==> src/rtl/es_pkg.sv <==
package es_pkg;
  typedef enum logic [2:0] {
    ST_IDLE,
    ST_WIN,
    ST_ERASE,
    ST_SUSP,
    ST_FAIL
  } es_state_t;
endpackage

==> src/rtl/es_queue.sv <==
module es_queue #(
  parameter int NUM_SECT = 8,
  parameter int SW = 3,
  localparam int NW = $clog2(NUM_SECT + 1)
) (
  input  logic                clk,
  input  logic                rst_n,
  input  logic                add,
  input  logic                clr,
  input  logic [SW-1:0]       sector,
  output logic [NUM_SECT-1:0] map,
  output logic [NW-1:0]       count
);
  for (genvar i = 0; i < NUM_SECT; i++) begin : g_bit
    always_ff @(posedge clk) begin
      if (!rst_n || clr)
        map[i] <= 1'b0;
      else if (add && (sector == SW'(i)))
        map[i] <= 1'b1;
    end
  end

  always_comb begin
    count = '0;
    for (int i = 0; i < NUM_SECT; i++)
      count = count + NW'(map[i]);
  end
endmodule

==> src/rtl/es_timer.sv <==
module es_timer #(
  parameter int NUM_SECT   = 8,
  parameter int WINDOW_CYC = 12,
  parameter int ERASE_CYC  = 20,
  parameter int LIMIT_CYC  = 60,
  localparam int NW   = $clog2(NUM_SECT + 1),
  localparam int WW   = $clog2(WINDOW_CYC + 1),
  localparam int TMAX = ERASE_CYC * NUM_SECT,
  localparam int CMAX = (TMAX > LIMIT_CYC) ? TMAX : LIMIT_CYC,
  localparam int CW   = $clog2(CMAX + 1)
) (
  input  logic          clk,
  input  logic          rst_n,
  input  logic          win_restart,
  input  logic          win_run,
  input  logic          er_start,
  input  logic          er_run,
  input  logic [NW-1:0] nsect,
  output logic          win_done,
  output logic          er_done,
  output logic          er_limit
);
  logic [WW-1:0] win_cnt;
  logic [CW-1:0] er_cnt;
  logic [CW-1:0] target;

  always_ff @(posedge clk) begin
    if (!rst_n || win_restart)
      win_cnt <= '0;
    else if (win_run)
      win_cnt <= win_cnt + WW'(1);
  end

  always_ff @(posedge clk) begin
    if (!rst_n || er_start)
      er_cnt <= '0;
    else if (er_run)
      er_cnt <= er_cnt + CW'(1);
  end

  assign target   = CW'(ERASE_CYC) * CW'(nsect);
  assign win_done = win_run && (win_cnt == WW'(WINDOW_CYC - 1));
  assign er_done  = er_run && (er_cnt == target - CW'(1));
  assign er_limit = er_run && (er_cnt == CW'(LIMIT_CYC - 1));
endmodule

==> src/rtl/es_status.sv <==
module es_status (
  input  logic clk,
  input  logic rst_n,
  input  logic busy,
  input  logic pending,
  input  logic stat_rd,
  input  logic hit,
  output logic dq6,
  output logic dq2
);
  always_ff @(posedge clk) begin
    if (!rst_n) begin
      dq6 <= 1'b0;
      dq2 <= 1'b0;
    end else begin
      if (stat_rd && busy)
        dq6 <= ~dq6;
      if (stat_rd && pending && hit)
        dq2 <= ~dq2;
    end
  end
endmodule

==> src/rtl/erase_sched.sv <==
module erase_sched #(
  parameter int NUM_SECT   = 8,
  parameter int WINDOW_CYC = 12,
  parameter int ERASE_CYC  = 20,
  parameter int LIMIT_CYC  = 60,
  localparam int SW = (NUM_SECT > 1) ? $clog2(NUM_SECT) : 1,
  localparam int NW = $clog2(NUM_SECT + 1)
) (
  input  logic                clk,
  input  logic                rst_n,
  input  logic                se_pulse,
  input  logic [SW-1:0]       se_sector,
  input  logic                susp_pulse,
  input  logic                resume_pulse,
  input  logic                other_cmd,
  input  logic                stat_rd,
  input  logic [SW-1:0]       rd_sector,
  output logic                ready,
  output logic                dq7,
  output logic                dq6,
  output logic                dq5,
  output logic                dq2,
  output logic [NUM_SECT-1:0] erase_map
);
  import es_pkg::*;

  es_state_t     state, state_n;
  logic          win_done, er_done, er_limit;
  logic          busy, pending, hit, add, clr;
  logic [NW-1:0] nsect;

  always_comb begin
    state_n = state;
    unique case (state)
      ST_IDLE:  if (se_pulse) state_n = ST_WIN;
      ST_WIN: begin
        if (other_cmd)     state_n = ST_IDLE;
        else if (se_pulse) state_n = ST_WIN;
        else if (win_done) state_n = ST_ERASE;
      end
      ST_ERASE: begin
        if (er_done)         state_n = ST_IDLE;
        else if (er_limit)   state_n = ST_FAIL;
        else if (susp_pulse) state_n = ST_SUSP;
      end
      ST_SUSP:  if (resume_pulse) state_n = ST_ERASE;
      ST_FAIL:  if (other_cmd) state_n = ST_IDLE;
      default:  state_n = ST_IDLE;
    endcase
  end

  always_ff @(posedge clk) begin
    if (!rst_n) state <= ST_IDLE;
    else        state <= state_n;
  end

  assign add = se_pulse && (state_n == ST_WIN)
               && ((state == ST_IDLE) || (state == ST_WIN));
  assign clr = (state != ST_IDLE) && (state_n == ST_IDLE);

  es_queue #(.NUM_SECT(NUM_SECT), .SW(SW)) u_queue (
    .clk(clk), .rst_n(rst_n), .add(add), .clr(clr),
    .sector(se_sector), .map(erase_map), .count(nsect)
  );

  es_timer #(
    .NUM_SECT(NUM_SECT), .WINDOW_CYC(WINDOW_CYC),
    .ERASE_CYC(ERASE_CYC), .LIMIT_CYC(LIMIT_CYC)
  ) u_timer (
    .clk(clk), .rst_n(rst_n),
    .win_restart(add), .win_run(state == ST_WIN),
    .er_start((state == ST_WIN) && (state_n == ST_ERASE)),
    .er_run(state == ST_ERASE), .nsect(nsect),
    .win_done(win_done), .er_done(er_done), .er_limit(er_limit)
  );

  assign busy    = (state == ST_WIN) || (state == ST_ERASE) || (state == ST_FAIL);
  assign pending = (state != ST_IDLE);
  assign hit     = (32'(rd_sector) < NUM_SECT) && erase_map[rd_sector];

  es_status u_status (
    .clk(clk), .rst_n(rst_n), .busy(busy), .pending(pending),
    .stat_rd(stat_rd), .hit(hit), .dq6(dq6), .dq2(dq2)
  );

  assign ready = !busy;
  assign dq7   = !busy;
  assign dq5   = (state == ST_FAIL);
endmodule

==> config.mk <==
export PLATFORM = sky130hd
export DESIGN_NAME = erase_sched
export DESIGN_NICKNAME = d
export VERILOG_FILES = /design/src/rtl/es_pkg.sv /design/src/rtl/es_queue.sv /design/src/rtl/es_timer.sv /design/src/rtl/es_status.sv /design/src/rtl/erase_sched.sv
export SDC_FILE = /design/constraint.sdc
export NUM_CORES = 1
export LEC_CHECK = 0
export ABC_AREA = 1
export CAP_MARGIN = 20
export CELL_PAD_IN_SITES_DETAIL_PLACEMENT = 1
export CELL_PAD_IN_SITES_GLOBAL_PLACEMENT = 1
export CORE_ASPECT_RATIO = 2
export CORE_UTILIZATION = 41
export DETAILED_ROUTE_END_ITERATION = 16
export GPL_TIMING_DRIVEN = 1
export PLACE_DENSITY = 0.95
export REMOVE_ABC_BUFFERS = 1
export SETUP_SLACK_MARGIN = 0.1
export SLEW_MARGIN = 15
export SYNTH_ARGS = -nofsm -noshare
export SYNTH_HDL_FRONTEND = slang
export SYNTH_HIERARCHICAL = 1
export SYNTH_SLANG_ARGS = --single-unit
export TNS_END_PERCENT = 50
==> constraint.sdc <==
create_clock -name clk -period 15.2 [get_ports clk]
set_input_delay 3.04 -clock clk [delete_from_list [all_inputs] [get_ports clk]]
set_output_delay 3.04 -clock clk [all_outputs]
set_load 0.1 [all_outputs]
==> flow_metrics.tcl <==
set metrics [dict create \
    ctsRootBufferMaster "clkbuf_8" \
    drt_iter0_markers 9 \
    num_vias 1773 \
    synth_compound_area_share_pct 10.4 \
    global_route.usage.met3_pct 2.42 \
    final_layout_size_suffix_gt1_share_pct 6.25 \
    worstRegToRegCells 27 \
    rsz0062_at_grt "no" \
    ys.flop_type "dfxtp_1" \
    hold_viol 0 \
    cts_tree "built" \
    syn_to_final_growth_pct 20.2 \
    cts_setup_buffers 0 \
    gp_congestion 0.762 \
    relSlewSlack_pct 34.4 \
    start_util_pct 42.8 \
    numPortBuffers 25 \
    synth_edf_count 0 \
    die_area_sq_mm 0.00460 \
    path_cells "nor2_2 > nand2_1 > inv_1 > nor3_2 > clkdlybuf4s50_1" \
    setup_tns_ps 0 \
    finalSetupViolCount 0 \
    fin_util_pct 51.5 \
    rr_endpoint "u_queue/map[4]" \
    drv_cap 0 \
    path_class "flip-flop to primary output" \
    critPathLaunch "state[2]" \
    synth.area.mux_share_pct 0 \
    cts_resized 0 \
    min_period_ps 5540 \
    ys_async_sr_fraction_pct 0 \
    endpoint_kind "primary output" \
    multi_input_area_sq_mm 0.00102 \
    crit_path_max_fanout 8 \
    grt_max_degree 16 \
    crit_path_top_delay_cell "clkdlybuf4s50_1" \
    antenna_found_initial 0 \
    crit_end "ready" \
    firstDrtPassIters 2 \
    grt.busiest_layer "met2" \
    synth_fa_ha_area_share_pct 12.0 \
    finalMaxSlewViolations 0 \
    most-common-layout-cells "61 x inv_1, 61 x nand2_1, 38 x nor2_1" \
    ir_drop_mv 0.0679 \
    startpoint_type "flip-flop" \
    dieWidth_um 48.5 \
    viasPerCell 4.98 \
    r2r_start "u_queue/map[0]" \
    yosysUniqueCellTypes 25 \
    max_freq_mhz 181 \
    cts_made_buffers 3 \
    dp.cells 352 \
    dp_hpwl_um 3850 \
    core_sq_mm 0.00413 \
    cts.clk_slew.worst_paths_ps 90 \
    routed_wl_um 4720 \
    row_count 33 \
    die_h_um 94.9 \
    ys_ff_latch 25 \
    yosysWarnings 6 \
    grt_pass1_wl_um 8070 \
    grt_use_met2_pct 51.1 \
    synth_cells 276 \
    num_antenna_cells 0 \
    slowest_delay_ps 1190 \
    ant_nets 0 \
    cp.required_ps 12160 \
    layoutNonFillerInstCount 356 \
    fin_worst_skew_ps 3.52 \
    seq_area_frac_synth_pct 28.3 \
    use_met1_pct 19.5 \
    grt_pass1_vias 1888 \
    outcome "finished clean" \
    fill_cells 591 \
    fin_nets 332 \
    cts_sinks 25 \
    period_share_pct 36.4 \
    syn_area_sq_mm 0.00177 \
    worstMarginPinSlew_ps 981 \
    syn_area_per_cell_sq_um 6.41 \
    clock_path_buffers 2 \
    power_density_mw_per_mm2 74.0 \
    cp_data_arrival_time_ps 2500 \
    clk_latency_ps 280 \
    hp-class "flip-flop to flip-flop" \
    seq_area_sq_um 500 \
    io_pins 26 \
    synth_top_family_by_area "simple AND/OR/NAND/NOR gates" \
    grt_usage_pct 23.2 \
    overflow 0 \
    hold_buffers 0 \
    p_total_mw 0.157 \
    synth_xor_area_share_pct 1.49 \
    htreeDepth 1 \
    synth-simple-area-share_pct 34.0 \
    leakage_nw 0.958 \
    r2r_slack_ps 9860 \
    wl_per_cell_um 13.2 \
    drc 0 \
]
logic make-up (layout without fill, tap and decap cells):
logic type | count (synthesis) | in the layout
and+or+nand+nor | 135 | 135
buffers and inverters | 64 | 92
AOI/OAI and AO/OA | 35 | 35
DFF | 25 | 25
adders and majority gates | 14 | 14
xor gates and xnor gates | 3 | 3
flip-flops by register name, indices dropped and copies added (netlist names):
register and cells:
u_status/dq2 1, u_timer/win_cnt 4, state 3, u_queue/map 8, u_status/dq6 1, u_timer/er_cnt 8
synthesized netlist by cell type (all sizes together), types with 5 or more instances:
cell type	number	area share, %
nand3	14	4.5
a21oi	22	6.4
nor3	8	2.5
dfxtp	25	28
ha	9	6.4
o21ai	11	3.1
nor2	45	11
fa	5	5.7
inv	63	13
nand2	63	14
per-layer routing:
metal	wire length [um]	share of wire [%]
met5	0	0
met4	127	2.7
met3	68	1.4
met2	2910	62
met1	1610	34
critical path, delay by kind of cell, from the launching register on:
kind	cells	cell delay (ps)
simple gates	3	430
flops	1	470
buf+inv	2	1310
how the worst min path moves through the flow:
stage                             startpoint            endpoint  slack, ps  depth (start not counted)
after floorplan           u_timer/win_cnt[1]  u_timer/win_cnt[1]        450                          2
after global placement     u_timer/er_cnt[6]   u_timer/er_cnt[6]        470                          1
after detailed placement   u_timer/er_cnt[6]   u_timer/er_cnt[6]        490                          1
after CTS                  u_timer/er_cnt[0]   u_timer/er_cnt[0]        510                          1
after global routing      u_timer/win_cnt[1]  u_timer/win_cnt[1]        530                          2
final                      u_timer/er_cnt[0]   u_timer/er_cnt[0]        500                          1
report_power, final:
| part | switching, mW | internal (mW) |
|---|---|---|
| Clock | 0.0231 | 0.0186 |
| Sequential | 0.00127 | 0.0669 |
| Combinational | 0.0320 | 0.0154 |
| Total | 0.0564 | 0.101 |
cell type report:
type / instances / share of cell area (%)
flip-flops and latches: 25 / 23.5
clock buffers: 3 / 1.94
well taps: 52 / 3.06
clock inverters: 1 / 0.353
inverters: 63 / 11.1
repair buffers: 25 / 11.8
multi-input cells: 187 / 48.2
stage by stage:
| stage | instance area [sq um] | hold slack [ps] | setup WS, ps |
|---|---|---|---|
| after floorplan | 1760 | 452 | 8730 |
| after global routing | 2130 | 531 | 9480 |
| after detailed placement | 2080 | 488 | 9890 |
| after CTS | 2130 | 505 | 9620 |
| final | 2130 | 496 | 9660 |
| after global placement | 2080 | 470 | 9980 |
Note: power is estimated with default switching activity, not from simulation.
